**config.mk**
```make
export PLATFORM = sky130hd
export DESIGN_NAME = write_combine_buffer
export DESIGN_NICKNAME = d
export VERILOG_FILES = /design/src/rtl/wcb_pkg.sv /design/src/rtl/wcb_addr_split.sv /design/src/rtl/wcb_line_store.sv /design/src/rtl/wcb_ctrl.sv /design/src/rtl/write_combine_buffer.sv
export SDC_FILE = /design/constraint.sdc
export NUM_CORES = 1
export LEC_CHECK = 0
export BUFFER_PORTS_ARGS = -buffer_cell sky130_fd_sc_hd__buf_4
export CORE_AREA = 2 2 168 170
export CTS_BUF_LIST = sky130_fd_sc_hd__clkbuf_8
export CTS_CLUSTER_SIZE = 40
export DETAILED_ROUTE_END_ITERATION = 16
export DIE_AREA = 0 0 170 172
export PLACE_DENSITY = 0.75
export SETUP_SLACK_MARGIN = 0.02
export SYNTH_ARGS = -nofsm -noshare
export SYNTH_HDL_FRONTEND = slang
export SYNTH_SLANG_ARGS = --single-unit
```
**constraint.sdc**
```tcl
create_clock -name clk -period 6 [get_ports clk]
set_input_delay 0.9 -clock clk [delete_from_list [all_inputs] [get_ports clk]]
set_output_delay 0.9 -clock clk [all_outputs]
set_load 0.02 [all_outputs]
```
**src/rtl/wcb_pkg.sv**
```systemverilog
package wcb_pkg;
    typedef enum logic [1:0] {
        WCB_EMPTY  = 2'd0,
        WCB_GATHER = 2'd1,
        WCB_DRAIN  = 2'd2
    } wcb_state_e;
endpackage

```
**src/rtl/wcb_addr_split.sv**
```systemverilog
module wcb_addr_split #(
    parameter int ADDR_W      = 32,
    parameter int LINE_BYTES  = 32,
    parameter int STORE_BYTES = 8,
    localparam int LINE_OFF   = $clog2(LINE_BYTES),
    localparam int STORE_OFF  = $clog2(STORE_BYTES),
    localparam int SLOTS      = LINE_BYTES / STORE_BYTES,
    localparam int SLOT_W     = (SLOTS > 1) ? $clog2(SLOTS) : 1,
    localparam int TAG_W      = ADDR_W - LINE_OFF
) (
    input  logic [ADDR_W-1:0]      addr,
    input  logic [STORE_BYTES-1:0] be,
    input  logic [TAG_W-1:0]       open_tag,
    output logic [TAG_W-1:0]       tag,
    output logic [SLOT_W-1:0]      slot,
    output logic                   same_line,
    output logic                   has_bytes
);
    assign tag       = addr[ADDR_W-1:LINE_OFF];
    assign same_line = (tag == open_tag);
    assign has_bytes = |be;

    generate
        if (SLOTS > 1) begin : g_slot
            assign slot = addr[LINE_OFF-1:STORE_OFF];
        end else begin : g_one_slot
            logic unused_slot_bits;
            assign unused_slot_bits = ^addr[LINE_OFF-1:0];
            assign slot = '0;
        end
        if (STORE_OFF > 0 && SLOTS > 1) begin : g_lane_bits
            logic unused_lane_bits;
            assign unused_lane_bits = ^addr[STORE_OFF-1:0];
        end
    endgenerate
endmodule

```
**src/rtl/wcb_line_store.sv**
```systemverilog
module wcb_line_store #(
    parameter int ADDR_W      = 32,
    parameter int LINE_BYTES  = 32,
    parameter int STORE_BYTES = 8,
    localparam int LINE_OFF   = $clog2(LINE_BYTES),
    localparam int SLOTS      = LINE_BYTES / STORE_BYTES,
    localparam int SLOT_W     = (SLOTS > 1) ? $clog2(SLOTS) : 1,
    localparam int TAG_W      = ADDR_W - LINE_OFF
) (
    input  logic                     clk,
    input  logic                     rst_n,
    input  logic                     open_line,
    input  logic                     wr_en,
    input  logic                     clear,
    input  logic [TAG_W-1:0]         wr_tag,
    input  logic [SLOT_W-1:0]        wr_slot,
    input  logic [8*STORE_BYTES-1:0] wr_data,
    input  logic [STORE_BYTES-1:0]   wr_be,
    output logic [TAG_W-1:0]         tag_q,
    output logic [LINE_BYTES-1:0]    mask_q,
    output logic [8*LINE_BYTES-1:0]  data_out,
    output logic                     full_next
);
    logic [LINE_BYTES-1:0] hit;
    logic [LINE_BYTES-1:0] mask_next;

    always_ff @(posedge clk or negedge rst_n) begin
        if (!rst_n) begin
            tag_q <= '0;
        end else if (open_line) begin
            tag_q <= wr_tag;
        end
    end

    generate
        for (genvar i = 0; i < LINE_BYTES; i++) begin : g_byte
            localparam int SLOT_IDX = i / STORE_BYTES;
            localparam int LANE_IDX = i % STORE_BYTES;
            logic [7:0] byte_q;

            assign hit[i] = wr_en && (wr_slot == SLOT_W'(SLOT_IDX)) && wr_be[LANE_IDX];

            always_ff @(posedge clk or negedge rst_n) begin
                if (!rst_n) begin
                    mask_q[i] <= 1'b0;
                end else if (clear) begin
                    mask_q[i] <= 1'b0;
                end else if (hit[i]) begin
                    mask_q[i] <= 1'b1;
                end
            end

            always_ff @(posedge clk) begin
                if (hit[i]) begin
                    byte_q <= wr_data[8*LANE_IDX +: 8];
                end
            end

            assign mask_next[i]      = mask_q[i] | hit[i];
            assign data_out[8*i +: 8] = mask_q[i] ? byte_q : 8'h00;
        end
    endgenerate

    assign full_next = &mask_next;
endmodule

```
**src/rtl/wcb_ctrl.sv**
```systemverilog
module wcb_ctrl
    import wcb_pkg::*;
(
    input  logic clk,
    input  logic rst_n,
    input  logic st_valid,
    input  logic st_has_bytes,
    input  logic st_same_line,
    input  logic flush,
    input  logic full_next,
    input  logic mem_ready,
    output logic st_ready,
    output logic wr_en,
    output logic open_line,
    output logic clear,
    output logic mem_valid
);
    wcb_state_e state_q;
    wcb_state_e state_d;

    always_ff @(posedge clk or negedge rst_n) begin
        if (!rst_n) begin
            state_q <= WCB_EMPTY;
        end else begin
            state_q <= state_d;
        end
    end

    always_comb begin
        state_d = state_q;
        unique case (state_q)
            WCB_EMPTY: begin
                if (wr_en) begin
                    state_d = full_next ? WCB_DRAIN : WCB_GATHER;
                end
            end
            WCB_GATHER: begin
                if (flush) begin
                    state_d = WCB_DRAIN;
                end else if (st_valid && st_has_bytes && !st_same_line) begin
                    state_d = WCB_DRAIN;
                end else if (wr_en && full_next) begin
                    state_d = WCB_DRAIN;
                end
            end
            WCB_DRAIN: begin
                if (mem_ready) begin
                    state_d = WCB_EMPTY;
                end
            end
            default: state_d = WCB_EMPTY;
        endcase
    end

    always_comb begin
        st_ready  = 1'b0;
        open_line = 1'b0;
        clear     = 1'b0;
        mem_valid = 1'b0;
        unique case (state_q)
            WCB_EMPTY: begin
                st_ready  = !flush;
                open_line = st_valid && !flush && st_has_bytes;
            end
            WCB_GATHER: begin
                st_ready = !flush && (!st_has_bytes || st_same_line);
            end
            WCB_DRAIN: begin
                mem_valid = 1'b1;
                clear     = mem_ready;
            end
            default: ;
        endcase
        wr_en = st_valid && st_ready && st_has_bytes;
    end
endmodule

```
**src/rtl/write_combine_buffer.sv**
```systemverilog
module write_combine_buffer #(
    parameter int ADDR_W      = 32,
    parameter int LINE_BYTES  = 32,
    parameter int STORE_BYTES = 8
) (
    input  logic                     clk,
    input  logic                     rst_n,
    input  logic                     st_valid,
    output logic                     st_ready,
    input  logic [ADDR_W-1:0]        st_addr,
    input  logic [8*STORE_BYTES-1:0] st_data,
    input  logic [STORE_BYTES-1:0]   st_be,
    input  logic                     flush,
    output logic                     mem_valid,
    input  logic                     mem_ready,
    output logic [ADDR_W-1:0]        mem_addr,
    output logic [8*LINE_BYTES-1:0]  mem_data,
    output logic [LINE_BYTES-1:0]    mem_mask
);
    localparam int LINE_OFF = $clog2(LINE_BYTES);
    localparam int SLOTS    = LINE_BYTES / STORE_BYTES;
    localparam int SLOT_W   = (SLOTS > 1) ? $clog2(SLOTS) : 1;
    localparam int TAG_W    = ADDR_W - LINE_OFF;

    logic [TAG_W-1:0]  st_tag;
    logic [TAG_W-1:0]  open_tag;
    logic [SLOT_W-1:0] st_slot;
    logic              same_line;
    logic              has_bytes;
    logic              wr_en;
    logic              open_line;
    logic              clear;
    logic              full_next;

    wcb_addr_split #(
        .ADDR_W(ADDR_W), .LINE_BYTES(LINE_BYTES), .STORE_BYTES(STORE_BYTES)
    ) u_split (
        .addr(st_addr), .be(st_be), .open_tag(open_tag),
        .tag(st_tag), .slot(st_slot), .same_line(same_line), .has_bytes(has_bytes)
    );

    wcb_ctrl u_ctrl (
        .clk(clk), .rst_n(rst_n), .st_valid(st_valid), .st_has_bytes(has_bytes),
        .st_same_line(same_line), .flush(flush), .full_next(full_next),
        .mem_ready(mem_ready), .st_ready(st_ready), .wr_en(wr_en),
        .open_line(open_line), .clear(clear), .mem_valid(mem_valid)
    );

    wcb_line_store #(
        .ADDR_W(ADDR_W), .LINE_BYTES(LINE_BYTES), .STORE_BYTES(STORE_BYTES)
    ) u_store (
        .clk(clk), .rst_n(rst_n), .open_line(open_line), .wr_en(wr_en),
        .clear(clear), .wr_tag(st_tag), .wr_slot(st_slot), .wr_data(st_data),
        .wr_be(st_be), .tag_q(open_tag), .mask_q(mem_mask), .data_out(mem_data),
        .full_next(full_next)
    );

    assign mem_addr = {open_tag, {LINE_OFF{1'b0}}};
endmodule

```
==> PnR_summary.wiki, run 1 <==
{| class="wikitable"
! Metric !! Value
|-
| Result of the run || finished clean
|-
| Width of the chip || 170 um
|-
| Clock latency on the worst-skew pair || 550 ps
|-
| Effective utilization at floorplan || 46.3%
|-
| Endpoint required time on the critical path || 5100 ps
|-
| Number of clock sinks || 317
|-
| Vertical die dimension || 172 um
|-
| Fraction of final layout cells sized beyond drive strength 1 || 38.9%
|-
| Average wire per cell in the routed design || 20.2 um
|-
| Initial antenna violation count || 0
|-
| All-layer global routing usage || 22.7%
|-
| Number of maximum-capacitance violations || 0
|-
| Placed Cells || 1,612
|-
| Final Skew || 24.2 ps
|-
| Number of iterations in the first detailed-routing pass || 5
|-
| Int Pwr || 4.61 mW
|-
| Total cell area at the placement stage || 0.0163 mm^2
|-
| LEAKAGE || 7.34 nW
|-
| Data arrival time of the worst path || 3580 ps
|-
| Area delta synth->final || 35.4%
|-
| Largest net degree at the start of global routing || 62
|-
| TritonCTS clock tree || done
|-
| Number of diodes || 0
|-
| Row count || 61
|-
| Startpoint-to-endpoint class of the critical path || input pin to output pin
|-
| Sequential area share after synthesis || 72.4%
|-
| Count of port buffers added during placement || 422
|-
| Via Count || 8,802
|-
| Switching power summed over all nets || 2.63 mW
|-
| Final standard cell count with taps included and fillers excluded || 1,706
|-
| Vias in the first global route || 8,855
|-
| Final critical-path share of the clock period || 74.6%
|-
| Part of the power in the clock network || 23.1%
|-
| Count of cells along the worst register-to-register path || 6
|-
| Number of vias per cell || 5.16
|-
| Power per Cell Area || 420 mW/mm^2
|-
| Detailed placer's ending HPWL || 25,500 um
|-
| Delay of the slowest cell on the worst path || 820 ps
|-
| Reg power frac || 41.5%
|-
| CP max FO || 18
|-
| Async set or reset register ratio after synthesis || 19.2%
|-
| Clock tree root driver cell || sky130_fd_sc_hd__clkbuf_8
|-
| Number of buffers on the longest clock path || 3
|-
| Prevailing post-synth register cell || sky130_fd_sc_hd__edfxtp_1
|-
| Ordered list of cells on the worst path || buf_4, xor2_1, nor4_1, and4_1, a21oi_1, a21boi_0, buf_4
|-
| Antenna viol nets, final || 0
|-
| Syn Std Cell Area || 0.0127 mm^2
|-
| Post-Layout Inst Area || 0.0172 mm^2
|-
| Boundary pin count || 431
|-
| Peak VDD IR || 0.253 mV
|-
| Number of synthesized flops with an enable pin || 256
|-
| Max Fclk || 223 MHz
|-
| Cell family with most CP delay || simple AND/OR/NAND/NOR gates
|-
| Fin nets || 1,427
|-
| Synthesized instance count || 858
|-
| Number of buffers inserted for hold repair after clock tree synthesis || 0
|-
| Placer Congestion || 0.848
|-
| Number of setup buffers added after CTS || 0
|-
| Combinational Power Share || 35.4%
|-
| Number of resized instances in the post-cts repair step || 0
|-
| Relative max-transition margin || 32.0%
|-
| Unrepaired setup endpoints after global routing || no
|-
| Fraction of power spent switching nets || 36.3%
|-
| Maximum level of the CTS H-tree || 2
|-
| Crit start category || input pin
|-
| Setup crit end kind || output pin
|-
| Full die area || 0.0292 mm^2
|-
| Routed Wire Length || 34,400 um
|-
| Hold Worst Slack || 442 ps
|-
| Worst path most repeated cell || sky130_fd_sc_hd__buf_4
|-
| Setup Viol. Count Final || 0
|-
| Flip-flop and latch count after synthesis || 317
|-
| Total clock buffers created by CTS || 50
|-
| Total count of max-transition violations in the final report || 0
|-
| DP Worst Slack || 1550 ps
|-
| Setup total negative slack || 0 ps
|-
| Final Worst Setup Slack || 1520 ps
|-
| Number of failing hold endpoints at the final stage || 0
|-
| Iter 0 DRT Violations || 665
|-
| Min-delay worst type || input pin to asynchronous set/reset pin
|-
| Ys Warns || 0
|-
| Worst Max-Slew Pin Slew || 1020 ps
|-
| Worst Path Buf+Inv || 2
|-
| CTS clk-pin slew, worst paths || 60 ps
|-
| Yosys cell types || 40
|-
| Mean cell area of the mapped netlist || 14.8 um^2
|-
| Time the worst path needs with I/O delays and setup || 4480 ps
|-
| Global route overflow || 0
|-
| Highest-delay cell along the critical path || sky130_fd_sc_hd__and4_1
|-
| Area inside the core boundary || 0.0275 mm^2
|-
| Residual DRC count || 0
|-
| Number of stages on the worst setup path || 7
|-
| Wire length of the first global-routing pass || 49,900 um
|}
==> cell usage in the layout, fill, tap and decap left out, types with 8 or more instances in the layout <==
master,instances
sky130_fd_sc_hd__a21oi_1,26
sky130_fd_sc_hd__a22oi_1,11
sky130_fd_sc_hd__a31oi_1,16
sky130_fd_sc_hd__and2_1,271
sky130_fd_sc_hd__and3_1,25
sky130_fd_sc_hd__buf_4,432
sky130_fd_sc_hd__clkbuf_8,57
sky130_fd_sc_hd__clkinv_1,10
sky130_fd_sc_hd__dfrtp_1,61
sky130_fd_sc_hd__edfxtp_1,256
sky130_fd_sc_hd__inv_1,25
sky130_fd_sc_hd__mux2_2,27
sky130_fd_sc_hd__nand3_1,11
sky130_fd_sc_hd__nand4_1,14
sky130_fd_sc_hd__nor2_1,19
sky130_fd_sc_hd__nor4_1,8
sky130_fd_sc_hd__xor2_1,27
==> flip-flops by register name, indices dropped and copies added, names as in the netlist <==
| name | cells |
|---|---|
| u_store.g_byte.byte_q | 256 |
| u_store.mask_q | 32 |
| u_store.tag_q | 27 |
| u_ctrl.state_q | 2 |
==> final cells by class <==
cell class,count,area (um^2)
clock inverter,37,151
clock buffer,57,785
tap,346,433
fill,2173,10200
timing repair buffer,432,3240
multi-input combinational,511,3380
inverter,6,22.5
sequential,317,9210
==> cells by family (layout without fill, tap and decap cells) <==
family,after synthesis,in the layout,synth area share [%]
AOI/OAI and AO/OA,75,75,4.02
xor gates and xnor gates,27,27,1.86
buffers and inverters,34,532,1.18
DFF,317,317,72.4
muxes,27,27,2.39
other,1,5,0.0295
and+or+nand+nor,377,377,18.1
==> routing by layer <==
metal	routed length, um	GRT usage, %
met3	3200	7.23
met4	970	7.88
met5	0	0
met2	17600	39.9
met1	12600	26.2
==> Yosys cell counts, types with 2 or more instances <==
library cell,count,area share [%]
sky130_fd_sc_hd__a22oi_1,11,0.65
sky130_fd_sc_hd__o21ai_0,2,0.079
sky130_fd_sc_hd__and3_1,25,1.2
sky130_fd_sc_hd__nor2_1,19,0.56
sky130_fd_sc_hd__nor3_1,8,0.31
sky130_fd_sc_hd__a21oi_1,26,1.0
sky130_fd_sc_hd__and2_1,271,13
sky130_fd_sc_hd__nand3_1,11,0.43
sky130_fd_sc_hd__nor4_1,8,0.39
sky130_fd_sc_hd__nand4_1,14,0.69
sky130_fd_sc_hd__dfrtp_1,61,12
sky130_fd_sc_hd__a31oi_1,16,0.79
sky130_fd_sc_hd__a41o_1,3,0.24
sky130_fd_sc_hd__a31o_1,2,0.14
sky130_fd_sc_hd__nor2b_1,6,0.30
sky130_fd_sc_hd__inv_1,6,0.18
sky130_fd_sc_hd__clkbuf_1,19,0.56
sky130_fd_sc_hd__or4_1,3,0.18
sky130_fd_sc_hd__nand2_1,7,0.21
sky130_fd_sc_hd__edfxtp_1,256,60
sky130_fd_sc_hd__xor2_1,27,1.9
sky130_fd_sc_hd__a21boi_0,6,0.35
sky130_fd_sc_hd__a32oi_1,3,0.21
sky130_fd_sc_hd__mux2_2,27,2.4
sky130_fd_sc_hd__buf_4,5,0.30
sky130_fd_sc_hd__buf_2,2,0.079
==> per-stage QoR <==
step	utilization [%]	total power [mW]
6_report	62.7	7.24
5_1_grt	62.7	7.61
4_1_cts	62.7	7.33
3_5_place_dp	59.3	5.65
3_3_place_gp	59.3	5.62
2_1_floorplan	-	4.28
==> worst reg2reg max path: cells and delay by family, from the launching register on <==
kind / cells / cell delay, ps
and+or+nand+nor: 4 / 2450
AOI/OAI and AO/OA: 1 / 460
DFF: 1 / 400
xor gates and xnor gates: 1 / 190
==> worst paths after layout <==
path                                                    start                                endpoint  slack [ps]
min in group clk                                  st_data[33]  u_store.g_byte[20].byte_q[1]$_DFFE_PP_         540
worst min register to register  u_store.tag_q[12]$_DFFE_PN0P_           u_store.tag_q[12]$_DFFE_PN0P_         550
worst max-delay path                               st_addr[7]                                st_ready        1520
worst min-delay path                                    rst_n           u_store.tag_q[17]$_DFFE_PN0P_         440
max in group asynchronous                               rst_n           u_store.mask_q[0]$_DFFE_PN0P_        5000
worst max register to register   u_store.tag_q[2]$_DFFE_PN0P_  u_store.g_byte[15].byte_q[7]$_DFFE_PP_        2150
==> power by group through the flow <==
| stage | Combinational [mW] | Clock [mW] | Sequential (mW) |
|---|---|---|---|
| after floorplan | 1.18 | 0 | 3.11 |
| after global placement | 2.56 | 0 | 3.06 |
| after detailed placement | 2.58 | 0 | 3.07 |
| after CTS | 2.59 | 1.72 | 3.03 |
| after global routing | 2.72 | 1.82 | 3.07 |
| final | 2.56 | 1.67 | 3.01 |
Note: power is estimated with default switching activity, not from simulation.
==> run 2, diff against run 1 <==
--- a/config.mk
+++ b/config.mk
@@ -5,13 +5,15 @@
 export SDC_FILE = /design/constraint.sdc
 export NUM_CORES = 1
 export LEC_CHECK = 0
+export ABC_AREA = 1
 export BUFFER_PORTS_ARGS = -buffer_cell sky130_fd_sc_hd__buf_4
-export CORE_AREA = 2 2 168 170
+export CORE_ASPECT_RATIO = 1.75
+export CORE_MARGIN = 2
+export CORE_UTILIZATION = 48
 export CTS_BUF_LIST = sky130_fd_sc_hd__clkbuf_8
 export CTS_CLUSTER_SIZE = 40
 export DETAILED_ROUTE_END_ITERATION = 16
-export DIE_AREA = 0 0 170 172
-export PLACE_DENSITY = 0.75
+export PLACE_DENSITY = 0.79
 export SETUP_SLACK_MARGIN = 0.02
 export SYNTH_ARGS = -nofsm -noshare
 export SYNTH_HDL_FRONTEND = slang
==> constraint.sdc (replaced) <==
create_clock -name clk -period 3.8 [get_ports clk]
set_input_delay 0.57 -clock clk [delete_from_list [all_inputs] [get_ports clk]]
set_output_delay 0.57 -clock clk [all_outputs]
set_load 0.02 [all_outputs]
==> PnR_summary.wiki, run 2 <==
{| class="wikitable"
! Metric !! Value
|-
| Result of the run || finished clean
|-
| Maximum level of the CTS H-tree || 2 (unchanged)
|-
| Hold Worst Slack || 88.5 ps (-354 ps)
|-
| Switching power summed over all nets || 4.29 mW (+64%)
|-
| LEAKAGE || 9.42 nW (+28%)
|-
| Largest net degree at the start of global routing || 62 (unchanged)
|-
| Placer Congestion || 0.888 (+4.7%)
|-
| Relative max-transition margin || 43.8% (+12 points)
|-
| Post-Layout Inst Area || 0.0178 mm^2 (+3.1%)
|-
| Commonest non-fill, non-tap cells in the layout || sky130_fd_sc_hd__buf_4, sky130_fd_sc_hd__nand2_1, sky130_fd_sc_hd__inv_1
|-
| Power per Cell Area || 643 mW/mm^2 (+53%)
|-
| DP Worst Slack || 587 ps (-965 ps)
|-
| Endpoint required time on the critical path || 4240 ps (-860 ps)
|-
| Final Skew || 36.3 ps (+12.1 ps)
|-
| Boundary pin count || 431 (unchanged)
|-
| Largest Register || u_store.g_byte.byte_q
|-
| Area delta synth->final || 33.9%
|-
| Worst Max-Slew Pin Slew || 840 ps (-177 ps)
|-
| Number of maximum-capacitance violations || 0 (unchanged)
|-
| Prevailing post-synth register cell || sky130_fd_sc_hd__edfxtp_1
|-
| Top Registers || u_store.g_byte.byte_q x256, u_store.mask_q x32, u_store.tag_q x27
|-
| Total cell area at the placement stage || 0.0169 mm^2 (+3.5%)
|-
| Iter 0 DRT Violations || 538 (-19%)
|-
| Fraction of final layout cells sized beyond drive strength 1 || 31.9% (-7.0 points)
|-
| Peak VDD IR || 0.491 mV (+94%)
|-
| Startpoint of the most critical register-to-register path || u_store.tag_q[6]$_DFFE_PN0P_
|-
| Clock tree root driver cell || sky130_fd_sc_hd__clkbuf_8
|-
| Area taken by multi-input logic gates || 0.00263 mm^2 (-22%)
|-
| Number of failing hold endpoints at the final stage || 0 (unchanged)
|-
| Setup total negative slack || 0 ps (unchanged)
|-
| Clock latency on the worst-skew pair || 580 ps (+30 ps)
|-
| Effective utilization at floorplan || 48.7% (+2.4 points)
|-
| Mean cell area of the mapped netlist || 10.7 um^2 (-28%)
|-
| Max Fclk || 341 MHz
|-
| Setup crit end kind || register
|-
| Top post-synthesis cells by area || sky130_fd_sc_hd__edfxtp_1, sky130_fd_sc_hd__dfrtp_1, sky130_fd_sc_hd__nand2_1
|-
| Final critical-path share of the clock period || 77.2%
|-
| Count of port buffers added during placement || 422 (unchanged)
|-
| Via Count || 9,741 (+11%)
|-
| Fin nets || 1,795 (+26%)
|-
| Sequential area share after synthesis || 69.5% (-3.0 points)
|-
| Ys Warns || 0 (unchanged)
|-
| Syn Std Cell Area || 0.0133 mm^2 (+4.3%)
|-
| Time the worst path needs with I/O delays and setup || 2930 ps
|-
| Number of resized instances in the post-cts repair step || 0 (unchanged)
|-
| Yosys cell types || 27 (-33%)
|-
| Filler instances || 2,110 (-2.9%)
|-
| Fraction of power spent switching nets || 37.6% (+1.3 points)
|-
| Biggest area consumer among synthesized cells || sky130_fd_sc_hd__edfxtp_1
|-
| Number of clock sinks || 317 (unchanged)
|-
| Total count of max-transition violations in the final report || 0 (unchanged)
|-
| CTS clk-pin slew, worst paths || 70 ps (about the same)
|-
| Post-synth top cells || sky130_fd_sc_hd__nand2_1, sky130_fd_sc_hd__inv_1, sky130_fd_sc_hd__edfxtp_1
|-
| Reg power frac || 41.5% (about the same)
|-
| Count of cells along the worst register-to-register path || 16 (+10)
|-
| Startpoint-to-endpoint class of the critical path || register to register
|-
| Synthesized instance count || 1,236 (+44%)
|-
| Routed Wire Length || 37,500 um (+9.0%)
|-
| Number of vias per cell || 4.66 (-9.6%)
|-
| Part of the power in the clock network || 23.6% (+0.5 points)
|-
| Unrepaired setup endpoints after global routing || no
|-
| Number of synthesized flops with an enable pin || 256 (unchanged)
|-
| Antenna viol nets, final || 0 (unchanged)
|-
| Placed Cells || 2,007 (+25%)
|-
| Setup Viol. Count Final || 0 (unchanged)
|-
| Total clock buffers created by CTS || 46 (-8.0%)
|-
| Crit start category || register
|-
| Flip-flop and latch count after synthesis || 317 (unchanged)
|-
| TritonCTS clock tree || done
|-
| Flip-flop count of the largest register after layout || 256 (unchanged)
|-
| Most common cell after layout, fill and taps aside || sky130_fd_sc_hd__buf_4
|-
| Full die area || 0.0290 mm^2 (-0.71%)
|-
| Async set or reset register ratio after synthesis || 19.2% (unchanged)
|-
| Initial antenna violation count || 1 (+1)
|-
| Area inside the core boundary || 0.0272 mm^2 (-0.91%)
|-
| Post-synth top area share || 58.0% (-2.5 points)
|-
| Combinational Power Share || 34.8% (-0.6 points)
|-
| Width of the chip || 130 um (-24%)
|-
| Number of buffers inserted for hold repair after clock tree synthesis || 0 (unchanged)
|-
| All-layer global routing usage || 25.4% (+2.7 points)
|-
| Data arrival time of the worst path || 3380 ps (-200 ps)
|-
| Vias in the first global route || 9,876 (+12%)
|-
| Number of setup buffers added after CTS || 0 (unchanged)
|-
| Row count || 80 (+31%)
|-
| Residual DRC count || 0 (unchanged)
|-
| Int Pwr || 7.13 mW (+54%)
|-
| Number of buffers on the longest clock path || 3 (unchanged)
|-
| Detailed placer's ending HPWL || 27,000 um (+6.1%)
|-
| Seq. cell area || 0.00921 mm^2 (unchanged)
|-
| Average wire per cell in the routed design || 17.9 um (-11%)
|-
| Most repeated cell in the gate-level netlist after synthesis || sky130_fd_sc_hd__nand2_1
|-
| Global route overflow || 0 (unchanged)
|-
| Wire length of the first global-routing pass || 55,400 um (+11%)
|-
| CP max FO || 16 (-2)
|-
| Number of iterations in the first detailed-routing pass || 5 (unchanged)
|-
| Minimum setup slack among reg-to-reg paths || 870 ps (-1280 ps)
|-
| Vertical die dimension || 224 um (+30%)
|-
| Final standard cell count with taps included and fillers excluded || 2,089 (+22%)
|-
| Reg-to-reg critical path endpoint || u_ctrl.state_q[0]$_DFFE_PN0P_
|-
| Min-delay worst type || input pin to asynchronous set/reset pin
|-
| Final Worst Setup Slack || 865 ps (-657 ps)
|}
-- run 2: critical path: stages (launching register included) --
cell,delay [ps]
sky130_fd_sc_hd__dfrtp_1,400
sky130_fd_sc_hd__xnor2_1,280
sky130_fd_sc_hd__nand2_1,110
sky130_fd_sc_hd__nor2_1,100
sky130_fd_sc_hd__nand2_1,50
sky130_fd_sc_hd__nor2_1,90
sky130_fd_sc_hd__nand2_1,120
sky130_fd_sc_hd__nand2_4,150
sky130_fd_sc_hd__nand4_4,370
sky130_fd_sc_hd__o21bai_1,420
sky130_fd_sc_hd__nand2_1,100
sky130_fd_sc_hd__nor2_1,140
sky130_fd_sc_hd__nand2_1,70
sky130_fd_sc_hd__nor2_1,160
sky130_fd_sc_hd__nand3_1,100
sky130_fd_sc_hd__nand2_1,90
sky130_fd_sc_hd__o21ai_0,90
-- run 2: metrics by stage --
stage / utilization, % / total power, mW
final: 65.2 / 11.4
after global routing: 65.2 / 12.0
after CTS: 65.2 / 11.5
after detailed placement: 61.9 / 8.81
after global placement: 61.9 / 8.73
after floorplan: - / 6.84
-- run 2: layout make-up --
class                   instances  area share, %
diodes                          1         0.0141
clock buffers                  49           3.80
clock inverters                32           1.25
inverters                     323           6.83
multi-input cells             553           14.8
flip-flops and latches        317           51.9
well taps                     369           2.60
repair buffers                445           18.8
-- run 2: layer usage --
| layer | up-vias | track usage (%) | routed length, um |
|---|---|---|---|
| met5 | - | 0 | 0 |
| met4 | 0 | 9.75 | 1220 |
| met3 | 74 | 5.23 | 2350 |
| met2 | 405 | 46.9 | 20600 |
| met1 | 4639 | 27.9 | 13300 |
| li1 | 4623 | - | - |
-- run 2: worst max path at each step --
stage               slack (ps)                           from                                endpoint  cells past startpoint
global placement           660                       st_be[2]           u_ctrl.state_q[0]$_DFFE_PN0P_                     16
floorplan                 1560                       st_be[3]  u_store.g_byte[14].byte_q[0]$_DFFE_PP_                      9
detailed placement         590                       st_be[2]           u_ctrl.state_q[0]$_DFFE_PN0P_                     16
finish                     870   u_store.tag_q[6]$_DFFE_PN0P_           u_ctrl.state_q[0]$_DFFE_PN0P_                     16
CTS                        890  u_store.tag_q[25]$_DFFE_PN0P_           u_ctrl.state_q[0]$_DFFE_PN0P_                     16
global route               540   u_store.tag_q[6]$_DFFE_PN0P_           u_ctrl.state_q[0]$_DFFE_PN0P_                     16
-- run 2: kinds of logic (layout without fill, tap and decap cells) --
family	Yosys count	count (layout)	share of synthesized area, %
mux	19	19	1.61
other cells	1	6	0.0283
flops	317	317	69.5
xor+xnor	19	19	1.25
buf+inv	370	849	10.8
compound gates	43	43	2.81
simple gates	467	467	14.0
-- run 2: power by group through the flow --
stage          registers, mW  clock network, mW  logic (mW)
2_1_floorplan           4.72                  0        2.12
5_1_grt                 4.81               2.90        4.28
3_5_place_dp            4.82                  0        3.99
6_report                4.74               2.70        3.98
3_3_place_gp            4.79                  0        3.93
4_1_cts                 4.75               2.76        4.01
==> run 3, diff against run 2 <==
==> constraint.sdc (replaced) <==
create_clock -name clk -period 2.4 [get_ports clk]
set_input_delay 0.36 -clock clk [delete_from_list [all_inputs] [get_ports clk]]
set_output_delay 0.36 -clock clk [all_outputs]
set_load 0.02 [all_outputs]
==> PnR_summary.wiki, run 3 (synthesis gave the netlist of run 2 again) <==
{| class="wikitable"
! Metric !! Value
|-
| Fin nets || 1,943 (+8.2%)
|-
| Final Worst Setup Slack || -151 ps (-1020 ps)
|-
| Final Skew || 20.6 ps (-15.7 ps)
|-
| Met3 routed wirelength || 2740 um (+17%)
|-
| Largest net degree at the start of global routing || 62 (unchanged)
|-
| Number of vias per cell || 4.76 (+2.1%)
|-
| Met2 Wirelength || 21,600 um (+5.0%)
|-
| TritonCTS clock tree || done
|-
| Detailed placer's ending HPWL || 28,400 um (+5.1%)
|-
| Uppermost routed layer || met4
|-
| Startpoint-to-endpoint class of the critical path || register to register
|-
| Total count of max-transition violations in the final report || 0 (unchanged)
|-
| Boundary pin count || 431 (unchanged)
|-
| Flip-flop count of the largest register after layout || 256 (unchanged)
|-
| Peak VDD IR || 0.601 mV (+22%)
|-
| Global route overflow || 0 (unchanged)
|-
| Final Util || 70.5% (+5.3 points)
|-
| Endpoint required time on the critical path || 2910 ps (-1330 ps)
|-
| Min-delay worst type || input pin to register
|-
| Count of port buffers added during placement || 422 (unchanged)
|-
| Max Fclk || 392 MHz (+15%)
|-
| Number of iterations in the first detailed-routing pass || 5 (unchanged)
|-
| Fraction of final layout cells sized beyond drive strength 1 || 34.8% (+2.9 points)
|-
| Placer Congestion || 0.897 (+1.0%)
|-
| Residual DRC count || 0 (unchanged)
|-
| Width of the chip || 130 um (unchanged)
|-
| Area inside the core boundary || 0.0272 mm^2 (unchanged)
|-
| Via Count || 10.7k (+9.5%)
|-
| Setup crit end kind || register
|-
| Row count || 80 (unchanged)
|-
| CP max FO || 7 (-9)
|-
| Full die area || 0.0290 mm^2 (unchanged)
|-
| Clock tree root driver cell || sky130_fd_sc_hd__clkbuf_8
|-
| Initial antenna violation count || 2 (+1)
|-
| Iter 0 DRT Violations || 659 (+22%)
|-
| Relative max-transition margin || 45.4% (+1.6 points)
|-
| All-layer global routing usage || 27.5% (+2.2 points)
|-
| Total clock buffers created by CTS || 45 (-2.2%)
|-
| M1 wire length || 14,000 um (+4.8%)
|-
| Wire length of the first global-routing pass || 60,200 um (+8.7%)
|-
| Vertical die dimension || 224 um (unchanged)
|-
| Crit start category || register
|-
| Unrepaired setup endpoints after global routing || yes
|-
| Routed Wire Length || 40,500 um (+8.2%)
|-
| Vias in the first global route || 11.2k (+13%)
|-
| Area taken by multi-input logic gates || 0.00275 mm^2 (+4.4%)
|-
| Time the worst path needs with I/O delays and setup || 2550 ps (-384 ps)
|-
| LEAKAGE || 10.1 nW (+7.5%)
|-
| Top Registers || u_store.g_byte.byte_q x256, u_store.mask_q x32, u_store.tag_q x27
|-
| Final critical-path share of the clock period || 106% (+29 points)
|-
| Filler instances || 1,949 (-7.6%)
|-
| Hold Worst Slack || 37.9 ps (-50.6 ps)
|-
| Number of failing hold endpoints at the final stage || 0 (unchanged)
|-
| Number of clock sinks || 317 (unchanged)
|-
| Commonest non-fill, non-tap cells in the layout || sky130_fd_sc_hd__buf_4, sky130_fd_sc_hd__nand2_1, sky130_fd_sc_hd__inv_1
|-
| Antenna viol nets, final || 0 (unchanged)
|-
| Failing checks || negative setup slack
|-
| Worst Max-Slew Pin Slew || 819 ps (-21.4 ps)
|-
| Effective utilization at floorplan || 48.7% (unchanged)
|-
| Area delta synth->final || 44.8%
|-
| Average wire per cell in the routed design || 18.1 um (+0.87%)
|-
| Clock latency on the worst-skew pair || 580 ps (about the same)
|-
| Seq. cell area || 0.00921 mm^2 (unchanged)
|-
| Number of buffers on the longest clock path || 3 (unchanged)
|-
| Number of maximum-capacitance violations || 0 (unchanged)
|-
| Maximum level of the CTS H-tree || 2 (unchanged)
|-
| Data arrival time of the worst path || 3060 ps (-320 ps)
|-
| Largest Register || u_store.g_byte.byte_q
|-
| DP Worst Slack || -249 ps (-836 ps)
|-
| CTS clk-pin slew, worst paths || 60 ps (about the same)
|-
| Result of the run || finished, violations left
|-
| Most common cell after layout, fill and taps aside || sky130_fd_sc_hd__buf_4
|-
| Setup Viol. Count Final || 3 (+3)
|-
| Power per Cell Area || 979 mW/mm^2 (+52%)
|}
## run 3: cell count changes in the layout (fill, tap and decap cells not counted), moves of 4 or more
cell	previous run	this run
sky130_fd_sc_hd__nor2_1	101	91
sky130_fd_sc_hd__o21bai_1	24	20
sky130_fd_sc_hd__buf_6	0	13
sky130_fd_sc_hd__clkinv_1	6	12
sky130_fd_sc_hd__nor2_2	1	5
sky130_fd_sc_hd__o21bai_2	2	6
sky130_fd_sc_hd__inv_1	329	323
sky130_fd_sc_hd__nor2_4	1	7
sky130_fd_sc_hd__buf_4	445	512
sky130_fd_sc_hd__dlygate4sd3_1	0	65
## run 3: what timing repair did
action                                  CTS  global route
buffers inserted                          8             8
endpoints found under the hold margin   317             0
gates resized for setup                  35            12
pin swaps                                 4             7
cloned                                    2             0
endpoints found under the setup margin    3           194
hold buffers                             65             0
## run 3: per-stage QoR
step                      total power, mW  instances  area, um^2  TNS [ps]
after floorplan                      10.8       1240       13300         0
after global placement               14.2       2077       17400     -1480
after detailed placement             14.4       2077       17400     -1570
after CTS                            18.8       2234       19100      -439
after global routing                 19.7       2240       19200     -4450
final                                18.8       2240       19200      -317
## run 3: worst paths after layout
check	start	endpoint	slack, ps	cells after the start
worst max-delay path	u_store.tag_q[16]$_DFFE_PN0P_	u_ctrl.state_q[1]$_DFFE_PN0P_	-150	18
worst min-delay path	st_addr[15]	u_store.tag_q[10]$_DFFE_PN0P_	40	2
worst max register to register	u_store.tag_q[16]$_DFFE_PN0P_	u_ctrl.state_q[1]$_DFFE_PN0P_	-150	18
worst min register to register	u_store.tag_q[13]$_DFFE_PN0P_	u_store.tag_q[13]$_DFFE_PN0P_	540	2
max in group asynchronous	rst_n	u_store.mask_q[15]$_DFFE_PN0P_	1430	2
min in group asynchronous	rst_n	u_store.tag_q[16]$_DFFE_PN0P_	400	2
## run 3: area by class of cell
| class | instances | share of cell area (%) |
|---|---|---|
| repair buffers | 592 | 24.3 |
| clock buffers | 48 | 3.44 |
| multi-input cells | 555 | 14.3 |
| well taps | 369 | 2.40 |
| flip-flops and latches | 317 | 48.0 |
| diodes | 2 | 0.0261 |
| inverters | 323 | 6.31 |
| clock inverters | 34 | 1.17 |
## run 3: routing by layer
metal  track usage [%]  vias up
li1                  -     4936
met1              29.6     5054
met2              49.8      531
met3              5.18      143
met4              15.0        0
met5                 0        -
## run 3: worst max-delay path, cell delays in order (launching register included)
cell and delay [ps]:
sky130_fd_sc_hd__dfrtp_1 390, sky130_fd_sc_hd__xnor2_1 170, sky130_fd_sc_hd__nand2_1 80, sky130_fd_sc_hd__nor2_1 110, sky130_fd_sc_hd__nand2_1 60, sky130_fd_sc_hd__nor2_1 120
sky130_fd_sc_hd__nand2_2 120, sky130_fd_sc_hd__nand2_8 120, sky130_fd_sc_hd__nand4_4 170, sky130_fd_sc_hd__buf_4 200, sky130_fd_sc_hd__o21bai_1 230, sky130_fd_sc_hd__nand2_1 120
sky130_fd_sc_hd__nor2_1 120, sky130_fd_sc_hd__nand2_1 60, sky130_fd_sc_hd__nor2_1 110, sky130_fd_sc_hd__nand3_1 90, sky130_fd_sc_hd__nand2_1 70, sky130_fd_sc_hd__nand3_1 70
sky130_fd_sc_hd__nand2_1 60
## run 3: power breakdown
group	switching [mW]	internal (mW)
clock	2.08	2.18
sequential	0.915	6.48
combinational	4.05	3.10
